[src/rtl/rbd_pkg.sv]
package rbd_pkg;

   typedef enum logic [1:0] {
      PG_2K   = 2'b00,
      PG_4K   = 2'b01,
      PG_8K   = 2'b10,
      PG_RSVD = 2'b11
   } page_code_e;

   function automatic int unsigned max_u(input int unsigned a, input int unsigned b);
      return (a > b) ? a : b;
   endfunction

endpackage

[src/rtl/rbd_compare.sv]
// Per-row "boundary above address" flags.
module rbd_compare #(
   parameter int unsigned NUM_ROWS = 8,
   parameter int unsigned BND_W    = 8,
   parameter int unsigned HI_W     = 9,
   parameter int unsigned CMP_W    = 9
) (
   input  logic [HI_W-1:0]           addr_hi,
   input  logic [NUM_ROWS*BND_W-1:0] bnd_flat,
   output logic [NUM_ROWS-1:0]       above
);

   for (genvar n = 0; n < NUM_ROWS; n++) begin : g_row
      logic [CMP_W-1:0] bnd_c;
      logic [CMP_W-1:0] hi_c;
      assign bnd_c    = CMP_W'(bnd_flat[n*BND_W +: BND_W]);
      assign hi_c     = CMP_W'(addr_hi);
      assign above[n] = (bnd_c > hi_c);
   end

endmodule

[src/rtl/rbd_priority.sv]
// Lowest-index-wins encoder.
module rbd_priority #(
   parameter int unsigned NUM_ROWS = 8,
   localparam int unsigned IDX_W   = $clog2(NUM_ROWS)
) (
   input  logic [NUM_ROWS-1:0] req,
   output logic [IDX_W-1:0]    idx,
   output logic                any
);

   always_comb begin
      idx = '0;
      for (int i = NUM_ROWS - 1; i >= 0; i--) begin
         if (req[i]) idx = IDX_W'(i);
      end
   end

   assign any = |req;

endmodule

[src/rtl/rbd_select.sv]
// Picks the per-row fields and forms the row-local offset.
module rbd_select
   import rbd_pkg::*;
#(
   parameter int unsigned NUM_ROWS = 8,
   parameter int unsigned BND_W    = 8,
   parameter int unsigned ADDR_W   = 32,
   parameter int unsigned UNIT_LG2 = 23,
   localparam int unsigned IDX_W   = $clog2(NUM_ROWS),
   localparam int unsigned HI_W    = ADDR_W - UNIT_LG2,
   localparam int unsigned CMP_W   = max_u(HI_W, BND_W)
) (
   input  logic [ADDR_W-1:0]         addr,
   input  logic [NUM_ROWS*BND_W-1:0] bnd_flat,
   input  logic [2*NUM_ROWS-1:0]     page_map,
   input  logic [NUM_ROWS-1:0]       bank_map,
   input  logic [IDX_W-1:0]          idx,
   input  logic                      any,
   output logic                      hit,
   output logic [IDX_W-1:0]          row,
   output logic [ADDR_W-1:0]         offset,
   output logic [1:0]                page,
   output logic                      four_bank,
   output logic                      cfg_err
);

   logic [BND_W-1:0]  base;
   logic [CMP_W-1:0]  base_c;
   logic [HI_W-1:0]   hi_delta;
   logic [1:0]        page_raw;
   logic              bank_raw;

   always_comb begin
      base     = '0;
      page_raw = page_map[1:0];
      bank_raw = bank_map[0];
      for (int n = 1; n < NUM_ROWS; n++) begin
         if (IDX_W'(n) == idx) begin
            base     = bnd_flat[(n-1)*BND_W +: BND_W];
            page_raw = page_map[2*n +: 2];
            bank_raw = bank_map[n];
         end
      end
   end

   // The previous boundary never exceeds the upper address bits on a hit,
   // so truncating it to HI_W bits loses nothing.
   assign base_c   = CMP_W'(base);
   assign hi_delta = addr[ADDR_W-1:UNIT_LG2] - base_c[HI_W-1:0];

   assign hit       = any;
   assign row       = any ? idx : '0;
   assign offset    = any ? {hi_delta, addr[UNIT_LG2-1:0]} : '0;
   assign page      = any ? page_raw : 2'b00;
   assign four_bank = any & bank_raw;
   assign cfg_err   = any & (page_code_e'(page_raw) == PG_RSVD);

endmodule

[src/rtl/row_bound_decoder.sv]
module row_bound_decoder
   import rbd_pkg::*;
#(
   parameter int unsigned NUM_ROWS = 8,
   parameter int unsigned BND_W    = 8,
   parameter int unsigned ADDR_W   = 32,
   parameter int unsigned UNIT_LG2 = 23,
   parameter bit          REG_OUT  = 1'b1,
   localparam int unsigned IDX_W   = $clog2(NUM_ROWS),
   localparam int unsigned HI_W    = ADDR_W - UNIT_LG2,
   localparam int unsigned CMP_W   = max_u(HI_W, BND_W)
) (
   input  logic                      clk,
   input  logic                      rst_n,
   input  logic                      req_valid,
   input  logic [ADDR_W-1:0]         req_addr,
   input  logic [NUM_ROWS*BND_W-1:0] bnd_flat,
   input  logic [2*NUM_ROWS-1:0]     page_map,
   input  logic [NUM_ROWS-1:0]       bank_map,
   output logic                      rsp_valid,
   output logic                      rsp_hit,
   output logic [IDX_W-1:0]          rsp_row,
   output logic [ADDR_W-1:0]         rsp_offset,
   output logic [1:0]                rsp_page,
   output logic                      rsp_four_bank,
   output logic                      rsp_cfg_err
);

   if (NUM_ROWS < 2) begin : g_bad_rows
      $error("row_bound_decoder: NUM_ROWS must be at least 2");
   end
   if (UNIT_LG2 < 1 || ADDR_W <= UNIT_LG2) begin : g_bad_unit
      $error("row_bound_decoder: ADDR_W must exceed UNIT_LG2, which must be >= 1");
   end
   if (BND_W < 1) begin : g_bad_bnd
      $error("row_bound_decoder: BND_W must be at least 1");
   end

   logic [NUM_ROWS-1:0] above;
   logic [IDX_W-1:0]    sel_idx;
   logic                sel_any;
   logic                c_hit;
   logic [IDX_W-1:0]    c_row;
   logic [ADDR_W-1:0]   c_offset;
   logic [1:0]          c_page;
   logic                c_four;
   logic                c_err;

   rbd_compare #(
      .NUM_ROWS(NUM_ROWS), .BND_W(BND_W), .HI_W(HI_W), .CMP_W(CMP_W)
   ) u_cmp (
      .addr_hi  (req_addr[ADDR_W-1:UNIT_LG2]),
      .bnd_flat (bnd_flat),
      .above    (above)
   );

   rbd_priority #(.NUM_ROWS(NUM_ROWS)) u_pri (
      .req (above),
      .idx (sel_idx),
      .any (sel_any)
   );

   rbd_select #(
      .NUM_ROWS(NUM_ROWS), .BND_W(BND_W), .ADDR_W(ADDR_W), .UNIT_LG2(UNIT_LG2)
   ) u_sel (
      .addr      (req_addr),
      .bnd_flat  (bnd_flat),
      .page_map  (page_map),
      .bank_map  (bank_map),
      .idx       (sel_idx),
      .any       (sel_any),
      .hit       (c_hit),
      .row       (c_row),
      .offset    (c_offset),
      .page      (c_page),
      .four_bank (c_four),
      .cfg_err   (c_err)
   );

   if (REG_OUT) begin : g_reg
      always_ff @(posedge clk or negedge rst_n) begin
         if (!rst_n) begin
            rsp_valid     <= 1'b0;
            rsp_hit       <= 1'b0;
            rsp_row       <= '0;
            rsp_offset    <= '0;
            rsp_page      <= 2'b00;
            rsp_four_bank <= 1'b0;
            rsp_cfg_err   <= 1'b0;
         end else begin
            rsp_valid     <= req_valid;
            rsp_hit       <= c_hit;
            rsp_row       <= c_row;
            rsp_offset    <= c_offset;
            rsp_page      <= c_page;
            rsp_four_bank <= c_four;
            rsp_cfg_err   <= c_err;
         end
      end

      // Snapshot of the inputs behind the current result, for the checks only.
      logic [NUM_ROWS*BND_W-1:0] chk_bnd;
      logic [HI_W-1:0]           chk_hi;
      logic [2*NUM_ROWS-1:0]     chk_page;
      always_ff @(posedge clk or negedge rst_n) begin
         if (!rst_n) begin
            chk_bnd  <= '0;
            chk_hi   <= '0;
            chk_page <= '0;
         end else begin
            chk_bnd  <= bnd_flat;
            chk_hi   <= req_addr[ADDR_W-1:UNIT_LG2];
            chk_page <= page_map;
         end
      end

      logic [CMP_W-1:0]  chk_cur;
      logic [CMP_W-1:0]  chk_prv;
      logic [CMP_W-1:0]  chk_hi_c;
      logic [ADDR_W-1:0] chk_span;
      logic [1:0]        chk_code;
      always_comb begin
         chk_cur  = '0;
         chk_prv  = '0;
         chk_code = 2'b00;
         for (int n = 0; n < NUM_ROWS; n++) begin
            if (IDX_W'(n) == rsp_row) begin
               chk_cur  = CMP_W'(chk_bnd[n*BND_W +: BND_W]);
               chk_code = chk_page[2*n +: 2];
               if (n > 0) chk_prv = CMP_W'(chk_bnd[(n-1)*BND_W +: BND_W]);
            end
         end
      end
      assign chk_hi_c = CMP_W'(chk_hi);
      assign chk_span = ADDR_W'(chk_cur) - ADDR_W'(chk_prv);


      valid_delay_chk: assert property (@(posedge clk) disable iff (!rst_n)
         rsp_valid |-> $past(req_valid));

      row_bound_chk: assert property (@(posedge clk) disable iff (!rst_n)
         rsp_hit |-> (chk_cur > chk_hi_c));

      lowest_row_chk: assert property (@(posedge clk) disable iff (!rst_n)
         rsp_hit |-> (chk_prv <= chk_hi_c));

      miss_zero_chk: assert property (@(posedge clk) disable iff (!rst_n)
         !rsp_hit |-> (rsp_row == '0 && rsp_offset == '0 && rsp_page == 2'b00
                       && !rsp_four_bank && !rsp_cfg_err));

      offset_span_chk: assert property (@(posedge clk) disable iff (!rst_n)
         rsp_hit |-> ((rsp_offset >> UNIT_LG2) < chk_span));

      page_field_chk: assert property (@(posedge clk) disable iff (!rst_n)
         rsp_hit |-> (rsp_page == chk_code));

      cfg_err_chk: assert property (@(posedge clk) disable iff (!rst_n)
         rsp_cfg_err |-> (rsp_hit && rsp_page == 2'b11));
   end else begin : g_comb
      assign rsp_valid     = req_valid;
      assign rsp_hit       = c_hit;
      assign rsp_row       = c_row;
      assign rsp_offset    = c_offset;
      assign rsp_page      = c_page;
      assign rsp_four_bank = c_four;
      assign rsp_cfg_err   = c_err;
   end

endmodule

[config.mk]
export PLATFORM = sky130hd
export DESIGN_NAME = row_bound_decoder
export DESIGN_NICKNAME = d
export VERILOG_FILES = /design/src/rtl/rbd_pkg.sv /design/src/rtl/rbd_compare.sv /design/src/rtl/rbd_priority.sv /design/src/rtl/rbd_select.sv /design/src/rtl/row_bound_decoder.sv
export SDC_FILE = /design/constraint.sdc
export NUM_CORES = 1
export LEC_CHECK = 0
export ABC_CLOCK_PERIOD_IN_PS = 800
export BUFFER_PORTS_ARGS = -buffer_cell sky130_fd_sc_hd__buf_2
export CAP_MARGIN = 40
export CELL_PAD_IN_SITES_DETAIL_PLACEMENT = 0
export CELL_PAD_IN_SITES_GLOBAL_PLACEMENT = 1
export CORE_UTILIZATION = 38
export DETAILED_ROUTE_END_ITERATION = 10
export HOLD_SLACK_MARGIN = 0.05
export MAX_ROUTING_LAYER = met4
export PLACE_DENSITY = 0.93
export SLEW_MARGIN = 20
export SYNTH_ARGS = -nofsm -noshare
export SYNTH_HDL_FRONTEND = slang
export SYNTH_HIERARCHICAL = 1
export SYNTH_SLANG_ARGS = --single-unit
export TNS_END_PERCENT = 5
[constraint.sdc]
create_clock -name clk -period 0.8 [get_ports clk]
set_input_delay 0.24 -clock clk [delete_from_list [all_inputs] [get_ports clk]]
set_output_delay 0.24 -clock clk [all_outputs]
set_load 0.01 [all_outputs]
==> results.py <==
metrics = {
    "synthesis": {
        "syn_nets": 641,
        "yosys_warnings": 6,
        "synth.largest_area_cell": "dfrtp_1",
        "synth_ff_type": "dfrtp_1",
        "synth_common_cells": "ha_1 (72), a21oi_1 (45), dfrtp_1 (41)",
        "synth-edff-count": 0,
        "synth.distinct_cells": 53,
        "synthTopCellsByArea": "dfrtp_1 (26%), ha_1 (23%), a21oi_1 (5.7%), and2_1 (4.3%), mux2i_1 (3.0%)",
        "synthesis.area_um2": 3970,
        "syn_area_per_cell_um2": 8.91,
        "synth_most_common_cell": "ha_1",
        "ys_seq_elements": 41,
        "ys_seq_area_share_pct": 25.9,
        "syn_inst": 445,
        "async_reset_ff_share_pct": 100,
        "synth_top_area_share_pct": 25.9,
    },
    "detailed_routing": {
        "dr.pass1.iters": 4,
        "routedWlPerCell_um": 16.5,
        "wl_um": 14600,
        "viasPerCell": 5.30,
        "drtIter0Drc": 252,
        "drc": 0,
        "vias": 4678,
        "detail-route-antenna-nets": 0,
    },
    "die": {
        "num_rows": 36,
        "ioPinCount": 164,
        "die_x_um": 104,
        "dieArea_um2": 10800,
        "coreArea_um2": 9950,
        "die_y_um": 104,
        "start_util_pct": 39.8,
    },
    "setup_path": {
        "critical_path.top_delay_family": "compound AO/OA/AOI/OAI gates",
        "cp-end-kind": "flop",
        "crit_chain": "buf_2, clkinvlp_4, buf_12, ha_1, a21oi_1, a21oi_1, o31a_1, nor2_2, a21boi_4, buf_6, mux2_4, a221o_1, a32o_2, fa_2, nor2b_4, o31ai_4, a221oi_2, or3_1, a21oi_1",
        "worst_path_most_repeated_cell": "a21oi_1",
        "crit_type": "in2reg",
        "arrival_ns": 4.27,
        "slowest_delay_ns": 0.39,
        "start_kind": "input port",
        "cp_num_buf_inv": 4,
        "crit_required_ns": 0.98,
        "crit_path_top_delay_cell": "fa_2",
        "cp_max_fo": 8,
    },
    "place": {
        "dp_hpwl_um": 10900,
        "io_buffer_count": 163,
        "gp_congestion": 0.917,
    },
    "clock_network": {
        "ctsHtreeMaxLevel": 2,
        "cts.reportedPaths.clkPinSlew_ns": 0.08,
        "numCtsBuffers": 5,
        "clock_sinks": 41,
        "root_buffer": "clkbuf_8",
        "clockBufferDepth": 2,
        "cts_tree": "built",
    },
    "timing": {
        "fin_crit_sh_pct": 511,
        "period_needed_ns": 4.09,
        "setup_viol": 81,
        "slew_viol_final": 0,
        "rsz0062_at_grt": "true",
        "hold_viol_final": 0,
        "tightest_slew_ns": 0.319,
        "setup_slack_ns": -3.29,
        "fin_setup_tns_ns": -91.04,
        "hold_slack_ns": 0.0621,
        "fmax_mhz": 245,
        "slew_headroom_pct": 78.7,
    },
    "grt": {
        "antenna_found_initial": 0,
        "grt_first_pass_wirelength_um": 22700,
        "grt_overflow": 0,
        "grt_pass1_vias": 4967,
        "grt_usage_pct": 26.5,
        "grt_start_max_net_pins": 42,
    },
    "cells_and_area": {
        "nNetsFinal": 945,
        "drive_above_1_share_pct": 56.1,
        "postLayoutCoreUtil_pct": 69.0,
        "diodes": 0,
        "area_growth_pct": 73.2,
        "fillers": 726,
    },
    "power_and_ir_drop": {
        "power.leakage_nw": 3.41,
        "power_density_nw_per_um2": 1770,
        "power_mw": 12.1,
        "irDropWorstVdd_v": 0.00138,
    },
    "flow_run": {
        "max_cap_viol_count": 0,
    },
    "status": {
        "outcome": "finished, violations left",
        "violations": "setup timing",
    },
    "worst_hold_path": {
        "min_path_type": "in2reg",
    },
}
==> repair_timing <==
action,4_1_cts,5_1_grt
pin swaps,35,28
hold buffers,1,0
endpoints found under the hold margin,41,0
gates resized for setup,65,37
endpoints found under the setup margin,81,81
setup buffers,26,6
gates cloned,2,0
==> final timing paths <==
path | to | startpoint | cells past startpoint | slack (ns)
setup / recovery | rsp_offset[31] | req_addr[27] | 19 | -3.29
min in group asynchronous | rsp_valid | rst_n | 3 | 0.47
max in group asynchronous | rsp_offset[22] | rst_n | 3 | 0.14
hold / removal | rsp_valid | req_valid | 1 | 0.06
==> stage by stage <==
stage	cell area [um^2]	instances	setup slack, ns
6_report	6870	883	-3.29
4_1_cts	6570	877	-3.09
2_1_floorplan	4190	445	-3.15
5_1_grt	6870	883	-3.41
3_3_place_gp	5950	840	-3.46
3_5_place_dp	5950	840	-3.61
==> cell type report <==
cell class | count | area, um^2 | area share [%]
Inverter | 30 | 125 | 1.82
Timing Repair Buffer | 311 | 2070 | 30.2
Multi-Input combinational cell | 360 | 3340 | 48.6
Clock inverter | 3 | 68.8 | 1.00
Tap cell | 133 | 166 | 2.42
Sequential cell | 41 | 1030 | 14.9
Clock buffer | 5 | 68.8 | 1.00
==> power by group <==
part / internal, mW / switching [mW] / total (mW)
Sequential: 2.54 / 0.139 / 2.68
Clock: 1.26 / 0.718 / 1.97
Combinational: 3.94 / 3.53 / 7.48
Total: 7.74 / 4.39 / 12.1
==> state kept, by name, indices dropped and copies added, names as in the netlist <==
name           cells
rsp_offset        32
rsp_row            3
rsp_page           2
rsp_cfg_err        1
rsp_four_bank      1
rsp_hit            1
rsp_valid          1
==> cells by family (layout without fill, tap and decap cells) <==
group,after synthesis,after routing,share of synthesized area (%)
AO/OA/AOI/OAI,123,124,19.5
XOR/XNOR,1,1,0.221
adder cells (fa/ha/maj),73,73,23.2
buffers and inverters,46,349,5.36
flip-flops,41,41,25.9
multiplexers,21,21,6.63
AND/OR/NAND/NOR,140,141,19.2
==> metal layers <==
metal / track usage [%] / vias to the layer above / wire, um
met4: 11.7 / 0 / 580
met2: 46.8 / 212 / 7300
met1: 29.3 / 2174 / 5940
li1: - / 2239 / -
met3: 4.14 / 53 / 734
met5: - / - / 0
==> layout by cell type (no fill, tap or decap), drive strengths merged, types with 2 or more instances in the layout <==
cell      instances
a211oi            5
a21boi            3
a21o              2
a21oi            45
a221o             2
a221oi            5
a22oi             6
a2bb2oi           2
and2             27
and3b             2
and4              7
buf             310
bufinv            2
clkbuf            5
clkinvlp          3
dfrtp            41
ha               72
inv              27
mux2              6
mux2i            12
mux4              3
nand2            26
nand3            17
nor2             23
nor2b            14
nor3             15
nor4              2
o21a             12
o21ai            26
o21bai            8
o31a              2
(Power assumes the default switching activity.)
